==> src/rtl/ldst_req_pkg.sv <==
package ldst_req_pkg;

    typedef enum logic [2:0] {
        ST_IDLE,
        ST_WAIT_ACK,
        ST_WAIT_LD,
        ST_SEND_ST,
        ST_WAIT_FREE
    } req_state_e;

    typedef enum logic [1:0] {
        EV_NONE,
        EV_LOAD,
        EV_STORE,
        EV_EXC
    } req_event_e;

    function automatic logic holds_port(req_state_e s);
        return s != ST_IDLE;
    endfunction

endpackage

==> src/rtl/ldst_req_fsm.sv <==
module ldst_req_fsm
    import ldst_req_pkg::*;
(
    input  logic       clk,
    input  logic       rst,
    input  logic       abort_i,
    input  logic       start_i,
    input  logic       store_i,
    input  logic       busy_i,
    input  logic       ack_i,
    input  logic       exc_i,
    input  logic       ld_vld_i,
    output req_state_e state_o,
    output logic       is_store_o,
    output logic       accept_o,
    output req_event_e event_o
);

    req_state_e state_q, state_d;
    logic       store_q;
    logic       st_owed_q;

    always_comb begin
        state_d  = state_q;
        event_o  = EV_NONE;
        accept_o = 1'b0;
        unique case (state_q)
            ST_IDLE: begin
                if (start_i && !busy_i) begin
                    accept_o = 1'b1;
                    state_d  = ST_WAIT_ACK;
                end
            end
            ST_WAIT_ACK: begin
                if (exc_i) begin
                    event_o = EV_EXC;
                    state_d = busy_i ? ST_WAIT_FREE : ST_IDLE;
                end else if (ack_i) begin
                    state_d = store_q ? ST_SEND_ST : ST_WAIT_LD;
                end
            end
            ST_WAIT_LD: begin
                if (ld_vld_i) begin
                    event_o = EV_LOAD;
                    state_d = busy_i ? ST_WAIT_FREE : ST_IDLE;
                end
            end
            ST_SEND_ST: begin
                state_d = ST_WAIT_FREE;
            end
            ST_WAIT_FREE: begin
                if (!busy_i) begin
                    state_d = ST_IDLE;
                    if (st_owed_q) event_o = EV_STORE;
                end
            end
            default: state_d = ST_IDLE;
        endcase
        if (abort_i) begin
            state_d  = ST_IDLE;
            event_o  = EV_NONE;
            accept_o = 1'b0;
        end
    end

    always_ff @(posedge clk) begin
        if (rst) begin
            state_q   <= ST_IDLE;
            store_q   <= 1'b0;
            st_owed_q <= 1'b0;
        end else begin
            state_q <= state_d;
            if (accept_o) store_q <= store_i;
            if (state_q == ST_SEND_ST && !abort_i) st_owed_q <= 1'b1;
            else if (state_d == ST_IDLE)           st_owed_q <= 1'b0;
        end
    end

    assign state_o    = state_q;
    assign is_store_o = store_q;

endmodule

==> src/rtl/ldst_req_hold.sv <==
module ldst_req_hold
    import ldst_req_pkg::*;
#(
    parameter int ADDR_W = 16,
    parameter int DATA_W = 32
) (
    input  logic              clk,
    input  logic              rst,
    input  logic              accept_i,
    input  logic [ADDR_W-1:0] cmd_addr_i,
    input  logic [DATA_W-1:0] cmd_wdata_i,
    input  req_event_e        event_i,
    input  logic [DATA_W-1:0] ld_data_i,
    output logic [ADDR_W-1:0] addr_o,
    output logic [DATA_W-1:0] wdata_o,
    output logic              done_o,
    output logic              done_store_o,
    output logic              done_exc_o,
    output logic [DATA_W-1:0] rdata_o
);

    always_ff @(posedge clk) begin
        if (rst) begin
            addr_o       <= '0;
            wdata_o      <= '0;
            done_o       <= 1'b0;
            done_store_o <= 1'b0;
            done_exc_o   <= 1'b0;
            rdata_o      <= '0;
        end else begin
            if (accept_i) begin
                addr_o  <= cmd_addr_i;
                wdata_o <= cmd_wdata_i;
            end
            done_o       <= (event_i != EV_NONE);
            done_store_o <= (event_i == EV_STORE);
            done_exc_o   <= (event_i == EV_EXC);
            if (event_i == EV_LOAD) rdata_o <= ld_data_i;
        end
    end

endmodule

==> src/rtl/ldst_requester.sv <==
module ldst_requester
    import ldst_req_pkg::*;
#(
    parameter int ADDR_W = 16,
    parameter int DATA_W = 32
) (
    input  logic              clk,
    input  logic              rst,
    input  logic              abort_i,
    input  logic              cmd_start_i,
    input  logic              cmd_store_i,
    input  logic [ADDR_W-1:0] cmd_addr_i,
    input  logic [DATA_W-1:0] cmd_wdata_i,
    output logic              cmd_ready_o,
    output logic              done_o,
    output logic              done_store_o,
    output logic              done_exc_o,
    output logic [DATA_W-1:0] done_rdata_o,
    input  logic              port_busy_i,
    input  logic              port_addr_ack_i,
    input  logic              port_addr_exc_i,
    input  logic              port_ld_vld_i,
    input  logic [DATA_W-1:0] port_ld_data_i,
    output logic              port_ld_req_o,
    output logic              port_st_req_o,
    output logic              port_addr_vld_o,
    output logic [ADDR_W-1:0] port_addr_o,
    output logic              port_st_stb_o,
    output logic [DATA_W-1:0] port_st_data_o
);

    req_state_e state;
    req_event_e event_now;
    logic       is_store;
    logic       accept;
    logic       active;

    ldst_req_fsm u_fsm (
        .clk       (clk),
        .rst       (rst),
        .abort_i   (abort_i),
        .start_i   (cmd_start_i),
        .store_i   (cmd_store_i),
        .busy_i    (port_busy_i),
        .ack_i     (port_addr_ack_i),
        .exc_i     (port_addr_exc_i),
        .ld_vld_i  (port_ld_vld_i),
        .state_o   (state),
        .is_store_o(is_store),
        .accept_o  (accept),
        .event_o   (event_now)
    );

    ldst_req_hold #(.ADDR_W(ADDR_W), .DATA_W(DATA_W)) u_hold (
        .clk         (clk),
        .rst         (rst),
        .accept_i    (accept),
        .cmd_addr_i  (cmd_addr_i),
        .cmd_wdata_i (cmd_wdata_i),
        .event_i     (event_now),
        .ld_data_i   (port_ld_data_i),
        .addr_o      (port_addr_o),
        .wdata_o     (port_st_data_o),
        .done_o      (done_o),
        .done_store_o(done_store_o),
        .done_exc_o  (done_exc_o),
        .rdata_o     (done_rdata_o)
    );

    assign active          = holds_port(state);
    assign port_ld_req_o   = active && !is_store;
    assign port_st_req_o   = active && is_store;
    assign port_addr_vld_o = active;
    assign port_st_stb_o   = (state == ST_SEND_ST);
    assign cmd_ready_o     = (state == ST_IDLE) && !port_busy_i;

endmodule

==> config.mk <==
export PLATFORM = sky130hd
export DESIGN_NAME = ldst_requester
export DESIGN_NICKNAME = d
export VERILOG_FILES = /design/src/rtl/ldst_req_pkg.sv /design/src/rtl/ldst_req_fsm.sv /design/src/rtl/ldst_req_hold.sv /design/src/rtl/ldst_requester.sv
export SDC_FILE = /design/constraint.sdc
export NUM_CORES = 1
export LEC_CHECK = 0
export CORE_ASPECT_RATIO = 0.75
export CORE_MARGIN = 2
export CORE_UTILIZATION = 40
export CTS_BUF_LIST = sky130_fd_sc_hd__clkbuf_4 sky130_fd_sc_hd__clkbuf_8
export CTS_CLUSTER_SIZE = 24
export DETAILED_ROUTE_END_ITERATION = 10
export PLACE_DENSITY = 0.78
export SLEW_MARGIN = 15
export SYNTH_ARGS = -nofsm -noshare
export SYNTH_HDL_FRONTEND = slang
export SYNTH_HIERARCHICAL = 1
export SYNTH_SLANG_ARGS = --single-unit
==> constraint.sdc <==
create_clock -name clk -period 2.05 [get_ports clk]
set_input_delay 0.3075 -clock clk [delete_from_list [all_inputs] [get_ports clk]]
set_output_delay 0.3075 -clock clk [all_outputs]
set_load 0.01 [all_outputs]
==> results of run 1 <==
## cell type report
class / instances / area (um2)
repair buffers: 187 / 1864
multi-input cells: 231 / 1759
well taps: 128 / 160.2
flip-flops and latches: 88 / 1765
inverters: 3 / 11.26
clock inverters: 6 / 67.56
fillers: 802 / 3332
clock buffers: 9 / 123.9
## path summary, 6_finish.rpt
check,cells past startpoint,to
setup / recovery,2,port_addr_vld_o
hold / removal,2,u_hold/rdata_o[4]$_SDFFE_PP0N_
setup reg to reg,6,u_hold/rdata_o[0]$_SDFFE_PP0N_
hold reg to reg,2,u_hold/rdata_o[4]$_SDFFE_PP0N_
## layer usage
layer	up-vias	GRT usage	wire [um]
met3	6	0.05675	585
met4	0	0.05303	87
met5	-	0	0
li1	1556	-	-
met2	99	0.3323	4834
met1	1503	0.2363	4400
## state kept, by name (all words and copies together) (netlist names)
name / cells
u_fsm/is_store_o: 1
u_fsm/st_owed_q: 1
u_fsm/state_o: 3
u_hold/addr_o: 16
u_hold/done_exc_o: 1
u_hold/done_o: 1
u_hold/done_store_o: 1
u_hold/rdata_o: 32
u_hold/wdata_o: 32
## worst min-delay path: stages (launching register included)
cell and delay, ns:
dfxtp_1 0.31, nand2b_1 0.08, o21ai_2 0.05
## logic make-up after synthesis
group	after synthesis
simple gates	139
flops	88
mux	49
compound gates	43
buf+inv	32
## what timing repair did
action,4_1_cts,5_1_grt
pin swaps,0,0
setup endpoints to repair,3,1
gates resized for setup,5,1
## cells in the final DEF (no fill, tap or decap)
| cell | n |
|---|---|
| nor4bb_1 | 1 |
| nand2b_1 | 32 |
| buf_12 | 2 |
| o21bai_1 | 1 |
| nor3b_1 | 1 |
| buf_2 | 1 |
| or3_4 | 1 |
| dlygate4sd2_1 | 2 |
| dfxtp_2 | 3 |
| dlymetal6s2s_1 | 1 |
| or3b_1 | 1 |
| nor2_1 | 58 |
| clkinv_2 | 1 |
| and4_2 | 1 |
| a31oi_1 | 3 |
| buf_4 | 9 |
| and3_1 | 1 |
| and2b_4 | 1 |
| inv_1 | 3 |
| clkinvlp_4 | 2 |
| inv_6 | 2 |
| mux2i_1 | 49 |
| o21ai_2 | 30 |
| nor3_2 | 2 |
| and3b_1 | 1 |
| clkbuf_8 | 9 |
| nand2_1 | 1 |
| clkdlybuf4s50_1 | 172 |
| nand4bb_1 | 33 |
| nor2b_1 | 2 |
| a21oi_1 | 4 |
| o21ai_1 | 2 |
| a41oi_1 | 1 |
| nor4_1 | 2 |
| dfxtp_1 | 85 |
| bufinv_16 | 1 |
| a311oi_1 | 1 |
| and2_4 | 1 |
| a211oi_2 | 1 |
## report_power, final
part           internal (W)  switching (W)  total, W
Combinational      0.000292       0.000157  0.000448
Clock              0.000563       0.000623   0.00119
Sequential          0.00175      0.0000209   0.00177
Total               0.00260       0.000800   0.00340
## per-stage QoR
step             util  setup slack (ns)  power (W)
3_3_place_gp   0.6117          -0.02272   0.002249
5_1_grt        0.6332           0.09004   0.003535
3_5_place_dp   0.6117          -0.04907   0.002259
6_report       0.6332            0.1460   0.003402
4_1_cts        0.6329          0.002066   0.003447
2_1_floorplan       -            0.2430   0.001980
==> results.ini, run 1 <==
[outcome]
status = finished clean

[placed_design]
dp.cells = 637
place_area_um2 = 5557
hpwl_mm = 6.895
place.gp.congestion = 0.7662
portBuffers = 176

[timing]
fmax_mhz = 525.2
timing.final.crit_share = 0.9288
rsz0062_at_grt = false
worst_pin_slew_ns = 0.6490
fin_skew_ns = 0.01580
period_needed_ns = 1.904
hold_slack_ns = 0.4756
slew_headroom = 0.5673
tns_ns = 0
hold_viol_final = 0
setup_violations = 0
slew_violations = 0

[yosys]
synthTopCellsByCount = 88 x dfxtp_1, 58 x nor2_1, 49 x mux2i_1
synth_fa_ha_area_frac = 0
avgSynthCellArea_um2 = 10.73
yosys.area.top_type_share = 0.4679
yosys_warnings = 6
synth-simple-area-share = 0.2413
synth_top_family_by_area = simple AND/OR/NAND/NOR gates
synthMuxAreaShare = 0.1303
yosysMostFrequentCell = dfxtp_1
synth_ff_type = dfxtp_1
synth.net_count = 440
postSynthCellCount = 351
netlist_area_um2 = 3765
synth_edf_count = 0
ys_seq_elements = 88
synthXorXnorAreaFrac = 0
netlist_top_cells_area = dfxtp_1 47%, mux2i_1 13%, nand4bb_1 9.9%
async_flop_share = 0
yosysTopAreaCell = dfxtp_1
ys_types = 34
synth_compound_area_frac = 0.09272
seq_area_frac_synth = 0.4679

[worst_setup_path]
r2r-start = u_fsm/state_o[0]$_SDFF_PP0_
crit_start = u_fsm/state_o[0]$_SDFF_PP0_
required_ns = 1.74
path_cells = or3_4, clkdlybuf4s50_1
start_kind = flip-flop
end_kind = output pin
ff2ff_setup_slack_ns = 0.26
cpPeakStageDelay_ns = 0.49
critPathTopFamily = buffers and inverters
crit_buf_inv = 1
cp_max_fo = 8
slowest_stage = clkdlybuf4s50_1
cp.arrival_ns = 1.60
worstSetupPathType = reg2out

[drt]
routedWlPerCell_um = 15.20
routed_wirelength_mm = 9.908
drc = 0
antenna_left = 0
drtIter0Drc = 188
viasPerCell = 4.853
drt_first_pass_iters = 4
vias = 3164

[job]
maxCapViolCount = 0

[floorplan]
die_area_um2 = 10210
die_w_um = 116.0
die_h_um = 88.02
pin_count = 177
row_count = 30
start_util = 0.4145
core_um2 = 9084

[cells_and_area]
drive_gt1_frac = 0.1279
final_cells = 652
stdcell_area_um2 = 5752
antenna_cells = 0
syn_to_final_growth_pct = 52.78
nNetsFinal = 609

[cts]
insertion_delay_ns = 0.35
cts_htree_levels = 3
cts_hold_buf = 0
path_clk_slew_ns = 0.08
max-clock-path-buffers = 2
post-cts-setup-buffers = 0
cts_tree = built
clock-root-buffer = clkbuf_8
cts.sinks = 88
cts_buffers = 9

[global_routing]
antenna_found_initial = 0
grt_pass1_vias = 3217
grt_max_degree = 121
grt_use_total = 0.1926
grt_overflow_total = 0
grt_pass1_wl_mm = 15.46

[power_and_ir_drop]
vdd_ir_drop_max_v = 0.0003881
leakage_nw = 2.023
pwr_density_cell_nw_per_um2 = 591.5

[hold_path]
hold_path.class = reg2reg
min-delay-start = u_hold/rdata_o[4]$_SDFFE_PP0N_

(Power assumes the default switching activity.)
==> run 2, diff against run 1 <==
Settings changed: ABC_AREA set to 1, GPL_ROUTABILITY_DRIVEN set to 0, PLACE_DENSITY 0.78 to 0.8.
==> results.ini, run 2 <==
[yosys]
yosysTopAreaCell = dfxtp_1  ; unchanged
synth_edf_count = 0  ; unchanged
ys_types = 25  ; was 34
yosys.area.top_type_share = 0.4991  ; was 0.4679
avgSynthCellArea_um2 = 7.248  ; was 10.73 um2
synth.net_count = 576  ; was 440
synth_ff_type = dfxtp_1  ; unchanged
async_flop_share = 0  ; unchanged
yosysMostFrequentCell = nor2_1  ; was dfxtp_1
postSynthCellCount = 487  ; was 351
yosys_warnings = 6  ; unchanged
seq_area_frac_synth = 0.4991  ; was 0.4679
netlist_top_cells_area = dfxtp_1 50%, nor2_1 17%, o21ai_0 7.1%  ; was dfxtp_1 47%, mux2i_1 13%, nand4bb_1 9.9%
synthTopCellsByCount = 158 x nor2_1, 88 x dfxtp_1, 50 x o21ai_0  ; was 88 x dfxtp_1, 58 x nor2_1, 49 x mux2i_1
ys_seq_elements = 88  ; unchanged
netlist_area_um2 = 3530  ; was 3765 um2

[cts]
cts_buffers = 9  ; unchanged
path_clk_slew_ns = 0.08  ; about the same
clock-root-buffer = clkbuf_8  ; unchanged
cts_tree = built  ; unchanged
post-cts-setup-buffers = 0  ; unchanged
cts_htree_levels = 3  ; unchanged
max-clock-path-buffers = 2  ; unchanged
cts.sinks = 88  ; unchanged
insertion_delay_ns = 0.35  ; about the same

[worst_setup_path]
slowest_stage = clkdlybuf4s50_1  ; unchanged
required_ns = 1.74  ; about the same
path_cells = inv_1, a21oi_1, clkdlybuf4s50_1  ; was or3_4, clkdlybuf4s50_1
worstSetupPathType = reg2out  ; unchanged
end_kind = output pin  ; unchanged
cp.arrival_ns = 1.60  ; about the same
start_kind = flip-flop  ; unchanged
cp_max_fo = 8  ; unchanged
cpPeakStageDelay_ns = 0.56  ; was 0.49 ns

[global_routing]
grt_overflow_total = 0  ; unchanged
grt_pass1_wl_mm = 15.89  ; was 15.46 mm
grt_use_total = 0.2029  ; was 0.1926
grt_max_degree = 50  ; was 121
grt_pass1_vias = 3375  ; was 3217
antenna_found_initial = 0  ; unchanged

[floorplan]
pin_count = 177  ; unchanged
die_h_um = 85.35  ; was 88.02 um
row_count = 29  ; was 30
die_w_um = 112.5  ; was 116.0 um
start_util = 0.4139  ; was 0.4145
core_um2 = 8527  ; was 9084 um2
die_area_um2 = 9599  ; was 10210 um2

[power_and_ir_drop]
pwr_density_cell_nw_per_um2 = 627.0  ; was 591.5 nW/um2
leakage_nw = 2.348  ; was 2.023 nW
vdd_ir_drop_max_v = 0.0004071  ; was 0.0003881 V

[cells_and_area]
layout_common_cells = 176 x clkdlybuf4s50_1, 158 x nor2_1, 86 x dfxtp_1, 50 x o21ai_0, 49 x nand2_1  ; was 172 x clkdlybuf4s50_1, 85 x dfxtp_1, 58 x nor2_1, 49 x mux2i_1, 33 x nand4bb_1
nNetsFinal = 744  ; was 609
antenna_cells = 0  ; unchanged
syn_to_final_growth_pct = 57.32  ; was 52.78%
mostFrequentLayoutCell = clkdlybuf4s50_1  ; unchanged
drive_gt1_frac = 0.08042  ; was 0.1279
nFillCells = 712  ; was 802
regArea_um2 = 1764  ; was 1765 um2
multi_input_area_um2 = 1415  ; was 1759 um2
reg_top3 = u_hold/rdata_o (32), u_hold/wdata_o (32), u_hold/addr_o (16)  ; unchanged

[timing]
fmax_mhz = 524.1  ; was 525.2 MHz
slew_violations = 0  ; unchanged
rsz0062_at_grt = false  ; unchanged
worst_pin_slew_ns = 0.5552  ; was 0.6490 ns
period_needed_ns = 1.908  ; was 1.904 ns
timing.final.crit_share = 0.9308  ; was 0.9288
slew_headroom = 0.6299  ; was 0.5673
setup_ws_ns = 0.1419  ; was 0.1460 ns
tns_ns = 0  ; unchanged
fin_skew_ns = 0.005819  ; was 0.01580 ns
setup_violations = 0  ; unchanged
hold_viol_final = 0  ; unchanged

[outcome]
status = finished clean  ; unchanged

[drt]
drtIter0Drc = 240  ; was 188
drt_first_pass_iters = 6  ; was 4
vias = 3583  ; was 3164
routedWlPerCell_um = 12.84  ; was 15.20 um
routed_wirelength_mm = 9.845  ; was 9.908 mm
viasPerCell = 4.671  ; was 4.853
drc = 0  ; unchanged
antenna_left = 0  ; unchanged

[hold_path]
hold_path.class = reg2reg  ; unchanged

[placed_design]
portBuffers = 176  ; unchanged
place_ws_ns = 0.1282  ; was -0.04907 ns
hpwl_mm = 6.974  ; was 6.895 mm

[job]
maxCapViolCount = 0  ; unchanged

run 2: final cells by class:
type                       instances  area share
clock inverter                     6     0.01217
clock buffer                       9     0.02231
tap                              108     0.02434
timing repair buffer             185      0.3362
sequential                        88      0.3177
inverter                          47     0.03245
multi-input combinational        324      0.2548
run 2: worst max-delay path, delay by kind of cell (launching register included):
family	cells	cell delay, ns
buf+inv	2	0.66
compound gates	1	0.17
flops	1	0.42
run 2: metrics by stage:
step	util	cells	total power, W	hold WS, ns	area, um2
after floorplan	-	487	0.002012	0.3699	3530
after global placement	0.6285	752	0.002333	0.4644	5359
after detailed placement	0.6285	752	0.002343	0.4768	5359
after CTS	0.6509	767	0.003525	0.4887	5550
after global routing	0.6512	767	0.003651	0.5108	5553
final	0.6512	767	0.003482	0.4886	5553
run 2: what timing repair did:
action                                  in CTS  in global routing
resized for setup                            0                  2
endpoints found under the setup margin       0                  2
hold buffers                                 0                  0
run 2: routing by layer:
| layer | global-route usage | vias up | wire (um) |
|---|---|---|---|
| met1 | 0.2386 | 1596 | 4140 |
| met2 | 0.3324 | 138 | 4550 |
| met3 | 0.09286 | 11 | 1018 |
| met5 | 0 | - | 0 |
| met4 | 0.06652 | 0 | 136 |
| li1 | - | 1838 | - |
run 2: power by group:
group | internal [W] | switching, W | total (W)
registers | 0.00177 | 0.0000296 | 0.00180
logic | 0.000303 | 0.000205 | 0.000508
clock network | 0.000563 | 0.000614 | 0.00118
run 2: worst paths after layout:
| kind | end | cells after the start | slack, ns | startpoint |
|---|---|---|---|---|
| worst max-delay path | port_ld_req_o | 3 | 0.14 | u_fsm/state_o[1]$_SDFF_PP0_ |
| worst max register to register | u_hold/rdata_o[16]$_SDFFE_PP0N_ | 11 | 0.35 | u_fsm/state_o[2]$_SDFF_PP0_ |
| worst min-delay path | u_hold/rdata_o[20]$_SDFFE_PP0N_ | 2 | 0.49 | u_hold/rdata_o[20]$_SDFFE_PP0N_ |
| worst min register to register | u_hold/rdata_o[20]$_SDFFE_PP0N_ | 2 | 0.49 | u_hold/rdata_o[20]$_SDFFE_PP0N_ |
run 2: logic make-up after synthesis:
logic type,after synthesis,share of synthesized area
AOI/OAI and AO/OA,57,0.08188
DFF,88,0.4991
buffers and inverters,75,0.1010
and+or+nand+nor,267,0.3180
==> run 3, diff against run 2 <==
Settings changed: GPL_TIMING_DRIVEN set to 0, SYNTH_HIERARCHICAL 1 to not set.
==> results.ini, run 3 <==
[cells_and_area]
nNetsFinal = 695  ; was 744
syn_to_final_growth_pct = 59.07  ; was 57.32%
reg_top3 = u_hold.rdata_o (32), u_hold.wdata_o (32), u_hold.addr_o (16)  ; was u_hold/rdata_o (32), u_hold/wdata_o (32), u_hold/addr_o (16)
layout_common_cells = 174 x clkdlybuf4s50_1, 87 x dfxtp_1, 57 x inv_1, 56 x nand2_1, 52 x a21oi_1  ; was 176 x clkdlybuf4s50_1, 158 x nor2_1, 86 x dfxtp_1, 50 x o21ai_0, 49 x nand2_1
mostFrequentLayoutCell = clkdlybuf4s50_1  ; unchanged
final_cells = 719  ; was 767
antenna_cells = 0  ; unchanged
nFillCells = 749  ; was 712
drive_gt1_frac = 0.1637  ; was 0.08042

[global_routing]
antenna_found_initial = 0  ; unchanged
grt_pass1_vias = 3210  ; was 3375
grt_use_total = 0.1983  ; was 0.2029
grt_max_degree = 16  ; was 50
grt_overflow_total = 0  ; unchanged
grt_pass1_wl_mm = 15.27  ; was 15.89 mm

[yosys]
netlist_top_cells_area = dfxtp_1 50%, a21oi_2 7.5%, a21oi_1 7.4%  ; was dfxtp_1 50%, nor2_1 17%, o21ai_0 7.1%
postSynthCellCount = 420  ; was 487
netlist_area_um2 = 3510  ; was 3530 um2
yosys.area.top_type_share = 0.5020  ; was 0.4991
yosys_warnings = 0  ; was 6
synthTopCellsByCount = 88 x dfxtp_1, 57 x inv_1, 56 x nand2_1  ; was 158 x nor2_1, 88 x dfxtp_1, 50 x o21ai_0
seq_area_frac_synth = 0.5020  ; was 0.4991
async_flop_share = 0  ; unchanged
ys_types = 23  ; was 25
synth.net_count = 509  ; was 576
avgSynthCellArea_um2 = 8.356  ; was 7.248 um2
synth_ff_type = dfxtp_1  ; unchanged
yosysTopAreaCell = dfxtp_1  ; unchanged
synth_edf_count = 0  ; unchanged
yosysMostFrequentCell = dfxtp_1  ; was nor2_1
ys_seq_elements = 88  ; unchanged

[timing]
fin_skew_ns = 0.003943  ; was 0.005819 ns
slew_violations = 0  ; unchanged
period_needed_ns = 1.911  ; was 1.908 ns
fmax_mhz = 523.3  ; was 524.1 MHz
rsz0062_at_grt = false  ; unchanged
worst_pin_slew_ns = 0.7365  ; was 0.5552 ns
hold_viol_final = 0  ; unchanged
timing.final.crit_share = 0.9322  ; was 0.9308
setup_violations = 0  ; unchanged
slew_headroom = 0.5090  ; was 0.6299
tns_ns = 0  ; unchanged

[power_and_ir_drop]
finalPower_w = 0.003396  ; was 0.003482 W
p_int_w = 0.002536  ; was 0.002634 W
p_sw_w = 0.0008600  ; was 0.0008482 W
swShare = 0.2533  ; was 0.2436
vdd_ir_drop_max_v = 0.0004498  ; was 0.0004071 V
pwr_density_cell_nw_per_um2 = 608.2  ; was 627.0 nW/um2
leakage_nw = 1.974  ; was 2.348 nW
power_frac_comb = 0.147  ; was 0.146
pwr-share-seq = 0.528  ; was 0.516
p_clk_frac = 0.324  ; was 0.338

[drt]
drt_first_pass_iters = 4  ; was 6
drc = 0  ; unchanged
viasPerCell = 4.695  ; was 4.671
routedWlPerCell_um = 13.41  ; was 12.84 um
vias = 3376  ; was 3583
antenna_left = 0  ; unchanged
drtIter0Drc = 108  ; was 240
routed_wirelength_mm = 9.643  ; was 9.845 mm

[worst_setup_path]
required_ns = 1.74  ; about the same
start_kind = flip-flop  ; unchanged
end_kind = output pin  ; unchanged
worstSetupPathType = reg2out  ; unchanged
cp_max_fo = 5  ; was 8
cp.arrival_ns = 1.60  ; about the same

[cts]
insertion_delay_ns = 0.35  ; about the same
cts_hold_buf = 0  ; unchanged
cts_htree_levels = 3  ; unchanged
cts_buffers = 9  ; unchanged
cts_tree = built  ; unchanged
post-cts-setup-buffers = 0  ; unchanged
clock-root-buffer = clkbuf_8  ; unchanged
max-clock-path-buffers = 2  ; unchanged
path_clk_slew_ns = 0.09  ; was 0.08 ns
cts.sinks = 88  ; unchanged

[floorplan]
die_h_um = 85.12  ; was 85.35 um
die_area_um2 = 9547  ; was 9599 um2
die_w_um = 112.2  ; was 112.5 um
row_count = 29  ; unchanged
core_um2 = 8491  ; was 8527 um2
start_util = 0.4134  ; was 0.4139
pin_count = 177  ; unchanged

[job]
maxCapViolCount = 0  ; unchanged

[outcome]
status = finished clean  ; unchanged

[placed_design]
dp.cells = 703  ; was 752
portBuffers = 175  ; was 176
hpwl_mm = 7.402  ; was 6.974 mm

[hold_path]
hold_path.class = in2reg  ; was reg2reg

[run 3: cell count changes after synthesis, sizes merged, moves of 4 or more]
| cell | delta |
|---|---|
| nand2 | +38 |
| nand3 | -29 |
| nor2 | -160 |
| a21oi | +76 |
| buf | -4 |
| inv | +18 |
[run 3: layout make-up]
type / count / area (um2) / share of cell area
flip-flops and latches: 88 / 1763 / 0.3158
repair buffers: 175 / 1750 / 0.3135
multi-input cells: 245 / 1345 / 0.2409
inverters: 62 / 237.7 / 0.04258
plain buffers: 25 / 170.2 / 0.03048
clock buffers: 10 / 137.6 / 0.02465
well taps: 108 / 135.1 / 0.02420
clock inverters: 6 / 43.79 / 0.007844
[run 3: power groups by stage]
| stage | clock network, W | logic, W | registers, W |
|---|---|---|---|
| after floorplan | 0 | 0.000145 | 0.00186 |
| after global placement | 0 | 0.000494 | 0.00183 |
| after detailed placement | 0 | 0.000501 | 0.00183 |
| after CTS | 0.00115 | 0.000504 | 0.00179 |
| after global routing | 0.00121 | 0.000540 | 0.00180 |
| final | 0.00110 | 0.000500 | 0.00179 |
[run 3: critical path, cell delays in order, from the launching register on]
cell and delay, ns:
dfxtp_1 0.46, nor2_4 0.07, inv_2 0.07, nor2_4 0.04, nor2_1 0.09, clkdlybuf4s50_1 0.54
[run 3: repair_timing]
| action | 4_1_cts | 5_1_grt |
|---|---|---|
| cloned | 0 | 0 |
| setup endpoints to repair | 1 | 1 |
| gates resized for setup | 2 | 1 |
| hold endpoints to repair | 0 | 0 |
[run 3: logic make-up after synthesis]
kind of cell | Yosys count | synth area share
compound gates | 132 | 0.2210
simple gates | 113 | 0.1608
flops | 88 | 0.5020
buf+inv | 87 | 0.1162
[run 3: metrics by stage]
| step | hold slack (ns) | worst slack [ns] | utilization | cell area (um2) |
|---|---|---|---|---|
| after floorplan | 0.4395 | 0.5749 | - | 3510 |
| after global placement | 0.4311 | 0.1489 | 0.6356 | 5396 |
| after detailed placement | 0.4362 | 0.1125 | 0.6356 | 5396 |
| after CTS | 0.3815 | 0.1152 | 0.6574 | 5582 |
| after global routing | 0.4046 | 0.0007426 | 0.6575 | 5583 |
| final | 0.3945 | 0.1391 | 0.6575 | 5583 |
[run 3: final timing paths]
check,startpoint,to,slack (ns),cells past startpoint
worst max-delay path,u_fsm.state_o[1]$_SDFF_PP0_,port_st_req_o,0.14,5
worst min-delay path,rst,u_hold.rdata_o[5]$_SDFFE_PP0N_,0.39,2
worst max register to register,u_fsm.state_o[2]$_SDFF_PP0_,u_hold.rdata_o[20]$_SDFFE_PP0N_,0.39,10
worst min register to register,u_hold.addr_o[5]$_SDFFE_PP0P_,u_hold.addr_o[5]$_SDFFE_PP0P_,0.45,2
[run 3: layer usage]
metal  GRT usage  vias to the layer above  wire length, um  share of wire
li1            -                     1707                -              -
met1      0.2497                     1542             4287           0.44
met2      0.3209                      113             4540           0.47
met3     0.06429                       14              649          0.067
met4     0.07317                        0              164          0.017
met5           0                        -                0              0
